===== src/rtl/lcd_line_fmt.sv =====
module lcd_line_fmt #(
  parameter logic [7:0] HOME_L1 = 8'h80,
  parameter logic [7:0] HOME_L2 = 8'hC0
) (
  input  logic       clk,
  input  logic       rst_n,
  input  logic       start,
  input  logic       line_sel,
  input  logic [7:0] value,
  output logic [7:0] out_byte,
  output logic       out_rs,
  output logic       out_valid,
  input  logic       out_ready,
  output logic       done
);
  localparam int          STEPS  = 8;
  localparam logic [7:0]  ASC0   = 8'h30;
  localparam logic [3:0]  L1_BASE = 4'd0;
  localparam logic [3:0]  L2_BASE = 4'd9;
  localparam logic [2:0]  TAIL_LAST = 3'd5;

  typedef enum logic [2:0] {S_IDLE, S_CONV, S_CMD, S_MSG, S_TAIL} st_t;

  st_t         st;
  logic        line_q;
  logic [19:0] conv;
  logic [2:0]  cnt;
  logic [3:0]  ptr;
  logic [2:0]  tix;
  logic [7:0]  tail_b;
  logic        take;

  function automatic logic [7:0] chr(input logic [3:0] a);
    case (a)
      4'd0:  chr = "V";
      4'd1:  chr = "o";
      4'd2:  chr = "l";
      4'd3:  chr = "t";
      4'd4:  chr = "s";
      4'd5:  chr = " ";
      4'd6:  chr = "=";
      4'd7:  chr = " ";
      4'd9:  chr = "K";
      4'd10: chr = "e";
      4'd11: chr = "y";
      4'd12: chr = " ";
      4'd13: chr = "=";
      4'd14: chr = " ";
      default: chr = 8'h00;
    endcase
  endfunction

  function automatic logic [19:0] dabble(input logic [19:0] x);
    logic [19:0] y;
    y = x;
    for (int i = 0; i < 3; i++)
      if (y[8+4*i +: 4] >= 4'd5) y[8+4*i +: 4] = y[8+4*i +: 4] + 4'd3;
    dabble = {y[18:0], 1'b0};
  endfunction

  assign take      = out_valid & out_ready;
  assign out_valid = (st == S_CMD) || (st == S_MSG) || (st == S_TAIL);
  assign out_rs    = (st != S_CMD);

  always_comb begin
    case (tix)
      3'd0:    tail_b = ASC0 + {4'd0, conv[19:16]};
      3'd1:    tail_b = ".";
      3'd2:    tail_b = ASC0 + {4'd0, conv[15:12]};
      3'd3:    tail_b = ASC0 + {4'd0, conv[11:8]};
      3'd4:    tail_b = " ";
      default: tail_b = "V";
    endcase
  end

  always_comb begin
    case (st)
      S_CMD:   out_byte = line_q ? HOME_L2 : HOME_L1;
      S_MSG:   out_byte = chr(ptr);
      S_TAIL:  out_byte = tail_b;
      default: out_byte = 8'h00;
    endcase
  end

  always_ff @(posedge clk) begin
    if (!rst_n) begin
      st     <= S_IDLE;
      line_q <= 1'b0;
      conv   <= '0;
      cnt    <= '0;
      ptr    <= '0;
      tix    <= '0;
      done   <= 1'b0;
    end else begin
      done <= 1'b0;
      case (st)
        S_IDLE: if (start) begin
          line_q <= line_sel;
          conv   <= {12'd0, value};
          cnt    <= '0;
          st     <= S_CONV;
        end
        S_CONV: begin
          conv <= dabble(conv);
          cnt  <= cnt + 3'd1;
          if (cnt == 3'(STEPS - 1)) st <= S_CMD;
        end
        S_CMD: if (take) begin
          ptr <= line_q ? L2_BASE : L1_BASE;
          st  <= S_MSG;
        end
        S_MSG: if (take) begin
          ptr <= ptr + 4'd1;
          if (chr(ptr + 4'd1) == 8'h00) begin
            if (line_q) begin
              st   <= S_IDLE;
              done <= 1'b1;
            end else begin
              st  <= S_TAIL;
              tix <= '0;
            end
          end
        end
        S_TAIL: if (take) begin
          tix <= tix + 3'd1;
          if (tix == TAIL_LAST) begin
            st   <= S_IDLE;
            done <= 1'b1;
          end
        end
        default: st <= S_IDLE;
      endcase
    end
  end
endmodule


===== config.mk =====
export PLATFORM = sky130hd
export DESIGN_NAME = lcd_line_fmt
export DESIGN_NICKNAME = d
export VERILOG_FILES = /design/src/rtl/lcd_line_fmt.sv
export SDC_FILE = /design/constraint.sdc
export NUM_CORES = 1
export LEC_CHECK = 0
export BUFFER_PORTS_ARGS = -buffer_cell sky130_fd_sc_hd__buf_4
export CAP_MARGIN = 20
export CORE_MARGIN = 1.5
export CORE_UTILIZATION = 30
export CTS_CLUSTER_DIAMETER = 100
export DETAILED_ROUTE_END_ITERATION = 7
export RECOVER_POWER = 25
export SLEW_MARGIN = 20
export SYNTH_ARGS = -nofsm -noshare
export SYNTH_HDL_FRONTEND = slang
export SYNTH_SLANG_ARGS = --single-unit

===== constraint.sdc =====
create_clock -name clk -period 2.74 [get_ports clk]
set_clock_uncertainty 0.1 [all_clocks]
set_input_delay 0.274 -clock clk [delete_from_list [all_inputs] [get_ports clk]]
set_output_delay 0.274 -clock clk [all_outputs]
set_load 0.03 [all_outputs]

=== Yosys cells after proc, flatten, opt, wreduce, memory -nomap -nowiden ===
Memories as Yosys holds them, arrays and structs flattened. A register that Yosys moved wholly into a read port is not among the register bits.
Cells that the tools add are included.
W data, S select, Z words.

* $add $sub $neg: 9
* Bitwise operators: 1
* Magnitude comparators: 3
* Reductions and logical operators: 13
* Equal/unequal tests: 19
* Muxes and demuxes: 39

{| class="wikitable"
|+ Operators by type and width
! cell !! count
|-
| $mux W3 || 14
|-
| $pmux W20 S2 || 1
|-
| $pmux W7 S5 || 1
|-
| $mux W4 || 7
|-
| $mux W8 || 3
|-
| $pmux W8 S3 || 1
|-
| $add A6 B4 Y7 const A || 3
|-
| $mux W20 || 1
|-
| $pmux W3 S5 || 1
|-
| $eq A3 B2 Y1 const B || 4
|-
| $eq A3 B3 Y1 const B || 4
|-
| $ge A4 B3 Y1 const B || 3
|-
| $ne A2 B2 Y1 const B || 6
|-
| $pmux W3 S2 || 2
|-
| $add A4 B2 Y4 const B || 2
|-
| $logic_not A8 Y1 || 1
|-
| $pmux W4 S2 || 1
|-
| $mux W7 || 1
|-
| $reduce_and A7 Y1 || 1
|-
| $add A3 B1 Y3 const B || 2
|-
| $eq A3 B1 Y1 const B || 2
|-
| $logic_not A3 Y1 || 2
|-
| $reduce_bool A2 Y1 || 3
|-
| $mux W1 || 5
|-
| 10 further kinds || 13
|}

* Memory bits (read-only): 224
* Input port bits: 13
* Flip-flop bits (word level): 35
* Memories: 2
* Output and inout port bits: 11
* Word-level logic and storage cells: 93

{| class="wikitable"
|+ Memory list
! name !! words !! bits a word !! rd ports !! clocked after Yosys merged registers in !! write ports !! line !! source
|-
| (name not given) || 16 || 7 || 1 || 0 || 0 || 34 || <nowiki>case (a)</nowiki>
|-
| (name not given) || 16 || 7 || 1 || 1 || 0 || 34 ||
|}

=== Depth between registers and ports, before layout ===
Gate-level depths: netlist of run 1.

* Word-level depth: 11
* Gate-level depth with buffers: 11
* Gate-level depth less buffers: 10

=== Worst setup path after synthesis of run 1 ===
Ideal clock, no wire load.

* Path kind: flip-flop to output port
* Start point: reg tix[0]
* End point: out out_byte[1]
* Setup slack: 0.330 ns
* Arrival time: 2.036 ns
* Required time: 2.366 ns
* Cell stages (with the launch flop): 7
* Path buffers: 0
* Cell sequence: dfxtp_1 > inv_1 > ha_1 > or3_1 > a21oi_1 > a221oi_1 > o21ai_0

* Cells in the longest elaborated chain, start to end: 3
* Elaborated cells between the ends (all ways): 7
* Those cells by class: 4 x eq/ne; 2 x mux; 1 x reduce/logical

{| class="wikitable"
|+ RTL lines
! what !! line !! source
|-
| start, declared || 29 || <nowiki>logic [2:0] tix;</nowiki>
|-
| start signal, assigned || 125 || <nowiki>tix <= tix + 3'd1;</nowiki>
|-
| $eq A3 B3 Y1, or another cell as far along || 66 || <nowiki>case (tix)</nowiki>
|-
| $pmux W7 S5 (*) || 66 ||
|-
| $pmux W8 S3 (*) || 77 || <nowiki>case (st)</nowiki>
|-
| end, declared || 10 || <nowiki>output logic [7:0] out_byte,</nowiki>
|}

Mark *: on every way between the ends. The rest lies on a longest branch, timed or not.

=== Final worst setup path of run 1 ===
* Start point: reg tix[0]
* End point: out out_byte[4]

The elaborated chain is that of the path after synthesis.

==> impl_metrics.py, run 1 <==
metrics = {
    "sta": {
        "fin_crit_sh_pct": 95.0,
        "slew_headroom_pct": 35.4,
        "fin_tns_setup_ns": 0,
        "finalHoldViolCount": 0,
        "setup_viol": 0,
        "rsz0062_at_grt": "false",
        "fin_crit_ns": 2.60,
        "setup_ws_ns": 0.136,
        "clock.fmax_mhz": 384,
        "worst_slew_pin_slew_ns": 0.965,
        "finalMaxSlewViolations": 0,
    },
    "setup_path": {
        "crit_fanout": 6,
        "worstPathRequired_ns": 2.37,
        "crit_path_start_kind": "flop",
        "worstPathCellList": "inv_1 -> ha_1 -> or3_1 -> a21oi_2 -> nor3_1 -> o21ai_0 -> buf_4",
        "path_class": "reg -> out",
        "slowest_stage": "dfxtp_1",
        "worstSetupEndpointType": "primary output",
        "cpPeakStageDelay_ns": 0.41,
        "cp_data_arrival_time_ns": 2.23,
    },
    "cells_and_area": {
        "diodes": 0,
        "final_core_util_pct": 34.9,
        "fin_nets": 370,
        "drive_gt1_share_pct": 16.3,
        "fin_area_um2": 3030,
        "area.growth.synth_to_final_pct": 12.9,
        "final_cell_mix": "dfxtp_1, nor2_1, nand2_1, ha_1, buf_4",
        "fin_cells": 440,
        "final_common_cell": "dfxtp_1",
    },
    "logic_synthesis": {
        "synthCells": 307,
        "synth-edff-count": 0,
        "yosysUniqueCellTypes": 54,
        "syn-cell-area_um2": 2680,
        "synth_area_leaders": "dfxtp_1, ha_1, nor2_1",
        "postSynth.asyncResetShare_pct": 0,
        "yosys.area.top_type": "dfxtp_1",
        "yosys_warnings": 0,
        "ys.flop_type": "dfxtp_1",
        "seq_area_frac_synth_pct": 31.4,
        "ys_seq_elements": 42,
        "synth.top_cell.area_share_pct": 31.4,
        "syn_nets": 346,
        "postSynthAreaPerCell_um2": 8.73,
    },
    "pwr": {
        "switching_share_pct": 28.1,
        "powerDensity_nw_per_um2": 397,
        "p_sw_w": 0.000337,
        "internal-power_w": 0.000863,
        "p_clk_share_pct": 34.6,
        "sequentialPowerShare_pct": 54.3,
        "ir_drop_mv": 0.220,
        "power_frac_comb_pct": 11.1,
        "p_leak_nw": 1.23,
    },
    "clock_network": {
        "clk_pin_slew_ns": 0.08,
        "insertion_delay_ns": 0.30,
        "cts_hold_buf": 0,
        "clockRootBuffer": "clkbuf_8",
        "cts.sinks": 42,
        "ctsHtreeMaxLevel": 2,
        "cts_tree": "built",
        "clk_path_buf_depth": 2,
        "cts_made_buffers": 5,
    },
    "detailed_routing": {
        "drt_wl_total_mm": 6.12,
        "drc": 0,
        "vias_per_cell": 5.08,
        "dr.pass1.iters": 4,
        "ant_nets": 0,
        "drt_iter0_markers": 74,
        "routedWlPerCell_um": 13.9,
        "vias": 2234,
    },
    "status": {
        "status": "complete, no violations",
    },
    "die": {
        "io_pins": 24,
        "die_y_um": 97.5,
        "num_rows": 34,
        "fp.dieW_um": 97.5,
        "initial_core_util_pct": 30.9,
        "core-area_um2": 8680,
        "die_area_um2": 9510,
    },
    "hold_path": {
        "hp-class": "in -> reg",
    },
    "global_routing": {
        "grt_pass1_vias": 2099,
        "grt_pass1_wl_mm": 10.1,
        "grt_use_total_pct": 12.9,
        "grt_max_degree": 40,
        "antenna_found_initial": 0,
        "grt.overflow.total": 0,
    },
    "placement": {
        "post_dp_cell_area_um2": 2950,
        "dp.cells": 432,
        "dpl_worst_slack_ns": 0.286,
        "gp_congestion": 0.886,
        "dp_hpwl_mm": 4.49,
        "io_buffers": 23,
    },
    "flow_run": {
        "drv_cap": 0,
    },
}
-- metal layers --
| metal | global-route usage, % | vias to the layer above | wire length, um |
|---|---|---|---|
| li1 | - | 1137 | - |
| met1 | 16.4 | 1072 | 3050 |
| met2 | 22.4 | 20 | 2890 |
| met3 | 2.37 | 5 | 120 |
| met4 | 2.97 | 0 | 61 |
| met5 | 0 | - | 0 |
-- cell families (layout without fill, tap and decap cells) --
kind of cell | after synthesis | in the layout | synth area share [%]
and+or+nand+nor | 109 | 109 | 22.1
AOI/OAI and AO/OA | 73 | 73 | 19.5
DFF | 42 | 42 | 31.4
buffers and inverters | 34 | 59 | 6.07
adders and majority gates | 26 | 26 | 12.1
muxes | 17 | 17 | 6.82
xor gates and xnor gates | 6 | 6 | 1.96
-- through the flow --
stage          total power, W  hold slack [ns]
5_1_grt               0.00125            0.161
2_1_floorplan        0.000757            0.319
3_5_place_dp         0.000799            0.365
3_3_place_gp         0.000795            0.351
6_report              0.00120            0.134
4_1_cts               0.00121            0.132
-- critical path, delay by kind of cell, from the launching register on --
family                   cells  cell delay [ns]
AO/OA/AOI/OAI                2             0.53
adder cells (fa/ha/maj)      1             0.27
AND/OR/NAND/NOR              2             0.43
buffers and inverters        2             0.32
flip-flops                   1             0.41
-- repair_timing --
| item | CTS | global route |
|---|---|---|
| buffers inserted | 0 | 0 |
| setup endpoints to repair | 0 | 5 |
| gates resized for setup | 0 | 1 |
-- final timing paths --
check             startpoint     endpoint  slack (ns)  depth (start not counted)
hold / removal      line_sel       line_q        0.13                          3
setup / recovery      tix[0]  out_byte[4]        0.14                          7
setup reg to reg      ptr[0]         flop        0.25                          9
hold reg to reg      conv[5]      conv[5]        0.38                          2
-- power groups by stage --
stage	registers (W)	logic [W]	clock network (W)
5_1_grt	0.000654	0.000150	0.000446
3_5_place_dp	0.000665	0.000134	0
4_1_cts	0.000651	0.000135	0.000422
2_1_floorplan	0.000656	0.000101	0
3_3_place_gp	0.000664	0.000131	0
6_report	0.000651	0.000133	0.000415
-- cell usage after synthesis, types with 2 or more instances --
master and number:
o21ai_0 20, a21boi_0 5, nor3b_1 3, and3_1 2, dfxtp_1 42, xnor2_1 3
nand4_1 2, nor2_1 27, mux2i_1 10, and2_4 2, a221oi_1 3, nor3_1 7
xor2_1 3, or3_1 2, nand3_1 7, nand2_1 26, inv_1 20, a22o_1 2
nand2b_1 5, ha_1 26, nor2b_1 11, o221ai_1 9, a21oi_1 10, buf_6 4
nor4bb_1 2, and2_1 4, a22oi_1 9, o211ai_1 2, buf_2 3, nand3b_1 2
clkbuf_1 5, mux2_2 6, a221o_1 2
-- cell type report --
cell class              count  area (um^2)
repair buffers             29          203
inverters                  22         83.8
clock buffers               5         68.8
well taps                 108          135
clock inverters             3         21.3
flip-flops and latches     42          841
fillers                   925         5650
multi-input cells         231         1670
Note: power is estimated with default switching activity, not from simulation.
==> inputs of run 2 (changes only) <==
--- a/config.mk
+++ b/config.mk
@@ -11,7 +11,7 @@
 export CORE_UTILIZATION = 30
 export CTS_CLUSTER_DIAMETER = 100
 export DETAILED_ROUTE_END_ITERATION = 7
-export RECOVER_POWER = 25
+export SETUP_SLACK_MARGIN = 0.1
 export SLEW_MARGIN = 20
 export SYNTH_ARGS = -nofsm -noshare
 export SYNTH_HDL_FRONTEND = slang
==> run 2 against run 1 <==
  * Largest power group unchanged
  * Utilization rose by 0.36 points
  * Highest routed layer unchanged
  * Largest cell class unchanged
  * Combinational power barely moved
  * Non-clock buffer count did not move
  * Critical path type unchanged
  * Count of clock-buffer cells in the layout did not move
==> impl_metrics.py, run 2 (synthesis gave the netlist of run 1 again) <==
metrics = {
    "status": {
        "status": "complete, no violations",
    },
    "cells_and_area": {
        "drive_gt1_share_pct": 18.4,
        "fill_cells": 919,
        "area.growth.synth_to_final_pct": 14.1,
        "register_area_um2": 842,
        "final_common_cell": "dfxtp_1",
        "final_cell_mix": "dfxtp_1, buf_4, nor2_1, nand2_1, ha_1",
        "multi_input_area_um2": 1690,
        "fin_nets": 370,
        "diodes": 0,
    },
    "pwr": {
        "internal-power_w": 0.000863,
        "power_frac_comb_pct": 11.1,
        "switching_share_pct": 28.0,
        "p_sw_w": 0.000336,
        "powerDensity_nw_per_um2": 392,
        "ir_drop_mv": 0.221,
        "p_clk_share_pct": 34.6,
        "p_leak_nw": 1.25,
        "sequentialPowerShare_pct": 54.3,
    },
    "placement": {
        "io_buffers": 23,
        "dp_hpwl_mm": 4.49,
        "gp_congestion": 0.886,
    },
    "die": {
        "fp.dieW_um": 97.5,
        "die_y_um": 97.5,
        "die_area_um2": 9510,
        "initial_core_util_pct": 30.9,
        "num_rows": 34,
        "io_pins": 24,
        "core-area_um2": 8680,
    },
    "setup_path": {
        "path_class": "reg -> out",
        "crit_fanout": 6,
        "cp_data_arrival_time_ns": 2.14,
        "worstSetupEndpointType": "primary output",
        "crit_path_start_kind": "flop",
        "worstPathRequired_ns": 2.37,
    },
    "clock_network": {
        "cts_hold_buf": 0,
        "insertion_delay_ns": 0.29,
        "post_cts_buffers": 0,
        "cts.sinks": 42,
        "clk_pin_slew_ns": 0.08,
        "cts_made_buffers": 5,
        "clk_path_buf_depth": 2,
        "cts_tree": "built",
        "ctsHtreeMaxLevel": 2,
        "clockRootBuffer": "clkbuf_8",
    },
    "detailed_routing": {
        "ant_nets": 0,
        "vias": 2232,
        "vias_per_cell": 5.07,
        "dr.pass1.iters": 4,
        "drt_iter0_markers": 69,
        "routedWlPerCell_um": 13.8,
        "drc": 0,
        "drt_wl_total_mm": 6.05,
    },
    "global_routing": {
        "grt_max_degree": 40,
        "antenna_found_initial": 0,
        "grt.overflow.total": 0,
        "grt_use_total_pct": 12.9,
        "grt_pass1_vias": 2099,
        "grt_pass1_wl_mm": 10.1,
    },
    "flow_run": {
        "drv_cap": 0,
    },
    "sta": {
        "fin_crit_sh_pct": 91.9,
        "fin_tns_setup_ns": 0,
        "fin_crit_ns": 2.52,
        "finalMaxSlewViolations": 0,
        "setup_viol": 0,
        "clock.fmax_mhz": 397,
        "finalHoldViolCount": 0,
        "slew_headroom_pct": 35.5,
        "rsz0062_at_grt": "false",
        "worst_slew_pin_slew_ns": 0.964,
        "hold_ws_ns": 0.134,
    },
    "hold_path": {
        "hp-class": "in -> reg",
    },
}
run 2: cell types whose count changed in the layout (fill, tap and decap cells not counted), sizes merged:
cell	change
buf	+4
clkbuf	-4
run 2: worst paths after layout:
check                           slack, ns  depth (start not counted)     endpoint     start
worst max-delay path                 0.22                          7  out_byte[1]    tix[0]
worst min-delay path                 0.13                          3       line_q  line_sel
worst max register to register       0.36                          9         flop    ptr[1]
worst min register to register       0.38                          2      conv[5]   conv[5]
run 2: power by group through the flow:
stage / sequential [W] / clock [W] / combinational [W]
finish: 0.000651 / 0.000415 / 0.000133
global route: 0.000654 / 0.000446 / 0.000150
CTS: 0.000651 / 0.000422 / 0.000135
detailed placement: 0.000665 / 0 / 0.000134
global placement: 0.000664 / 0 / 0.000131
floorplan: 0.000656 / 0 / 0.000101
run 2: worst max-delay path, cell delays in order, from the launching register on:
cell and delay (ns):
dfxtp_1 0.41, inv_1 0.09, ha_1 0.27, or3_1 0.37, a21oi_4 0.21, a221oi_1 0.07, o21ai_0 0.23, buf_4 0.21
run 2: area by class of cell:
cell class / count / area share (%)
clock buffer: 5 / 2.25
clock inverter: 3 / 0.696
inverter: 22 / 2.74
multi-input combinational: 231 / 55.2
sequential: 42 / 27.5
tap: 108 / 4.42
timing repair buffer: 29 / 7.12
run 2: metal layers:
| metal | up-vias | global-route usage [%] | routed length [um] |
|---|---|---|---|
| met3 | 5 | 2.37 | 170 |
| met4 | 0 | 2.97 | 59 |
| li1 | 1137 | - | - |
| met5 | - | 0 | 0 |
| met1 | 1059 | 16.4 | 2960 |
| met2 | 31 | 22.4 | 2860 |
run 2: what timing repair did:
item	4_1_cts	5_1_grt
gates resized for setup	1	4
gates cloned	0	0
pin swaps	0	0
hold endpoints to repair	0	0
endpoints found under the setup margin	3	7
run 2: through the flow:
stage               cells  power (W)  util (%)  setup slack (ns)  cell area (um^2)
floorplan             307   0.000757         -             0.330              2680
global placement      432   0.000795      34.0             0.366              2950
detailed placement    432   0.000799      34.0             0.286              2950
CTS                   440    0.00121      35.1             0.157              3050
global route          440    0.00125      35.2             0.116              3060
finish                440    0.00120      35.2             0.222              3060
==> inputs of run 3 (changes only) <==
--- a/config.mk
+++ b/config.mk
@@ -5,12 +5,14 @@
 export SDC_FILE = /design/constraint.sdc
 export NUM_CORES = 1
 export LEC_CHECK = 0
+export ABC_AREA = 1
 export BUFFER_PORTS_ARGS = -buffer_cell sky130_fd_sc_hd__buf_4
 export CAP_MARGIN = 20
 export CORE_MARGIN = 1.5
-export CORE_UTILIZATION = 30
+export CORE_UTILIZATION = 50
 export CTS_CLUSTER_DIAMETER = 100
 export DETAILED_ROUTE_END_ITERATION = 7
+export PLACE_DENSITY = 0.69
 export SETUP_SLACK_MARGIN = 0.1
 export SLEW_MARGIN = 20
 export SYNTH_ARGS = -nofsm -noshare
==> run 3 against run 2 <==
  * Routed wire length down 3.3%
  * Final area down 0.78%
  * Largest cell class unchanged
  * Maximum frequency up 9.6%
  * Setup slack better by 0.22 ns
  * Critical endpoint is now out_byte[3]
  * Critical path depth up 4
  * First-iteration DRC count up 110%
  * Worst hold slack better by 0.0082 ns
==> impl_metrics.py, run 3 <==
metrics = {
    "clock_network": {
        "cts.sinks": 42,
        "clk_path_buf_depth": 2,
        "ctsHtreeMaxLevel": 2,
        "cts_tree": "built",
        "clockRootBuffer": "clkbuf_8",
        "cts_made_buffers": 5,
        "cts_hold_buf": 0,
        "insertion_delay_ns": 0.30,
        "clk_pin_slew_ns": 0.09,
    },
    "sta": {
        "slew_headroom_pct": 67.3,
        "fin_crit_ns": 2.30,
        "fin_tns_setup_ns": 0,
        "fin_crit_sh_pct": 83.9,
        "setup_viol": 0,
        "worst_slew_pin_slew_ns": 0.490,
        "rsz0062_at_grt": "false",
        "finalMaxSlewViolations": 0,
        "finalHoldViolCount": 0,
        "clock.fmax_mhz": 435,
    },
    "pwr": {
        "internal-power_w": 0.00125,
        "p_leak_nw": 1.37,
        "sequentialPowerShare_pct": 36.8,
        "ir_drop_mv": 0.363,
        "powerDensity_nw_per_um2": 742,
        "switching_share_pct": 44.4,
        "p_clk_share_pct": 18.7,
        "p_sw_w": 0.00100,
        "power_frac_comb_pct": 44.5,
    },
    "placement": {
        "io_buffers": 23,
        "gp_congestion": 0.860,
        "dp_hpwl_mm": 4.37,
    },
    "status": {
        "status": "complete, no violations",
    },
    "logic_synthesis": {
        "synthCells": 392,
        "yosys_warnings": 0,
        "synth.top_cell.area_share_pct": 31.0,
        "yosys-top-cells-count": "nand2_1, inv_1, nor2_1, dfxtp_1",
        "syn_nets": 431,
        "synthMostInstantiatedCell": "nand2_1",
        "yosysUniqueCellTypes": 34,
        "syn-cell-area_um2": 2710,
        "synth_area_leaders": "dfxtp_1, nand2_1, ha_1",
        "yosys.area.top_type": "dfxtp_1",
        "ys.flop_type": "dfxtp_1",
        "postSynthAreaPerCell_um2": 6.91,
        "postSynth.asyncResetShare_pct": 0,
        "synth-edff-count": 0,
        "seq_area_frac_synth_pct": 31.0,
        "ys_seq_elements": 42,
    },
    "die": {
        "die_area_um2": 5870,
        "io_pins": 24,
        "core-area_um2": 5170,
        "die_y_um": 76.6,
        "initial_core_util_pct": 52.4,
        "fp.dieW_um": 76.6,
        "num_rows": 26,
    },
    "hold_path": {
        "hold_start": "value[0]",
        "hp-class": "in -> reg",
        "holdPathEnd": "conv[0]",
        "whs_path_depth": 3,
    },
    "cells_and_area": {
        "final_core_util_pct": 58.6,
        "final_common_cell": "nand2_1",
        "drive_gt1_share_pct": 14.8,
        "final_cell_mix": "nand2_1, inv_1, nor2_1, dfxtp_1",
        "register_area_um2": 841,
        "area.growth.synth_to_final_pct": 12.0,
        "multi_input_area_um2": 1600,
        "diodes": 0,
        "fin_nets": 456,
        "fill_cells": 514,
    },
    "setup_path": {
        "reg2reg_depth": 12,
        "crit_path_start_kind": "flop",
        "worstReg2RegStart": "ptr[0]",
        "path_class": "reg -> out",
        "worstSetupEndpointType": "primary output",
        "r2r_slack_ns": 0.54,
        "r2r-end": "st[1]",
        "crit_fanout": 4,
        "cp_data_arrival_time_ns": 1.92,
        "worstPathRequired_ns": 2.37,
    },
    "detailed_routing": {
        "drt_wl_total_mm": 5.85,
        "drc": 0,
        "vias_per_cell": 5.07,
        "dr.pass1.iters": 4,
        "ant_nets": 0,
        "routedWlPerCell_um": 12.0,
        "drt_iter0_markers": 144,
        "vias": 2475,
    },
    "global_routing": {
        "grt.overflow.total": 0,
        "grt_use_total_pct": 21.2,
        "grt_pass1_vias": 2295,
        "grt_pass1_wl_mm": 10.1,
        "grt_max_degree": 22,
        "antenna_found_initial": 0,
    },
    "flow_run": {
        "drv_cap": 0,
    },
}
run 3: kinds of logic after synthesis:
logic type               after synthesis  share of synthesized area, %
flip-flops                            42                          31.0
XOR/XNOR                               2                         0.647
buffers and inverters                 64                          9.93
adder cells (fa/ha/maj)               26                          12.0
AO/OA/AOI/OAI                         64                          14.3
AND/OR/NAND/NOR                      194                          32.1
run 3: area by class of cell:
type	instances	share of cell area (%)
clock buffer	5	2.27
inverter	57	7.30
sequential	42	27.7
timing repair buffer	25	6.19
multi-input combinational	286	52.8
tap	70	2.89
clock inverter	3	0.825
run 3: what timing repair did:
item | CTS | global route
setup buffers | 0 | 0
hold endpoints to repair | 0 | 0
gates resized for setup | 0 | 1
setup endpoints to repair | 0 | 1
run 3: power by group through the flow:
| stage | Sequential, W | Clock (W) | Combinational (W) |
|---|---|---|---|
| 3_5_place_dp | 0.000839 | 0 | 0.00100 |
| 5_1_grt | 0.000848 | 0.000463 | 0.00113 |
| 4_1_cts | 0.000826 | 0.000438 | 0.00101 |
| 3_3_place_gp | 0.000837 | 0 | 0.000993 |
| 6_report | 0.000827 | 0.000420 | 0.00100 |
| 2_1_floorplan | 0.000819 | 0 | 0.000764 |
run 3: how the worst max path moves through the flow:
stage	start	to	slack (ns)	cells after the start
after global routing	tix[0]	out_byte[0]	0.20	11
after detailed placement	ptr[0]	st[1]	0.55	13
after CTS	tix[0]	out_byte[3]	0.35	11
final	tix[1]	out_byte[3]	0.44	11
after floorplan	tix[0]	out_byte[0]	0.56	10
after global placement	ptr[0]	flop	0.58	10
run 3: per-layer routing:
layer / track usage (%) / up-vias / wire [um]
met5: 0 / - / 0
met4: 8.15 / 0 / 89
met3: 4.19 / 4 / 165
met2: 34.6 / 33 / 2650
met1: 27.5 / 1127 / 2950
li1: - / 1311 / -
run 3: stage by stage:
stage                     area (um^2)  setup slack (ns)  instances  total power (W)  hold slack, ns
after floorplan                  2710             0.559        392          0.00158           0.328
after global placement           2940             0.575        480          0.00183           0.349
after detailed placement         2940             0.549        480          0.00184           0.357
after CTS                        3030             0.346        488          0.00227           0.128
after global routing             3030             0.195        488          0.00244           0.141
final                            3030             0.442        488          0.00225           0.142
run 3: worst max-delay path: stages (launching register included):
cell and delay, ns:
dfxtp_1 0.34, inv_1 0.11, ha_1 0.15, inv_1 0.06, nor2_1 0.19, inv_1 0.07
nand3_1 0.08, inv_1 0.06, nor2_1 0.12, inv_1 0.08, o21ai_0 0.17, buf_4 0.19
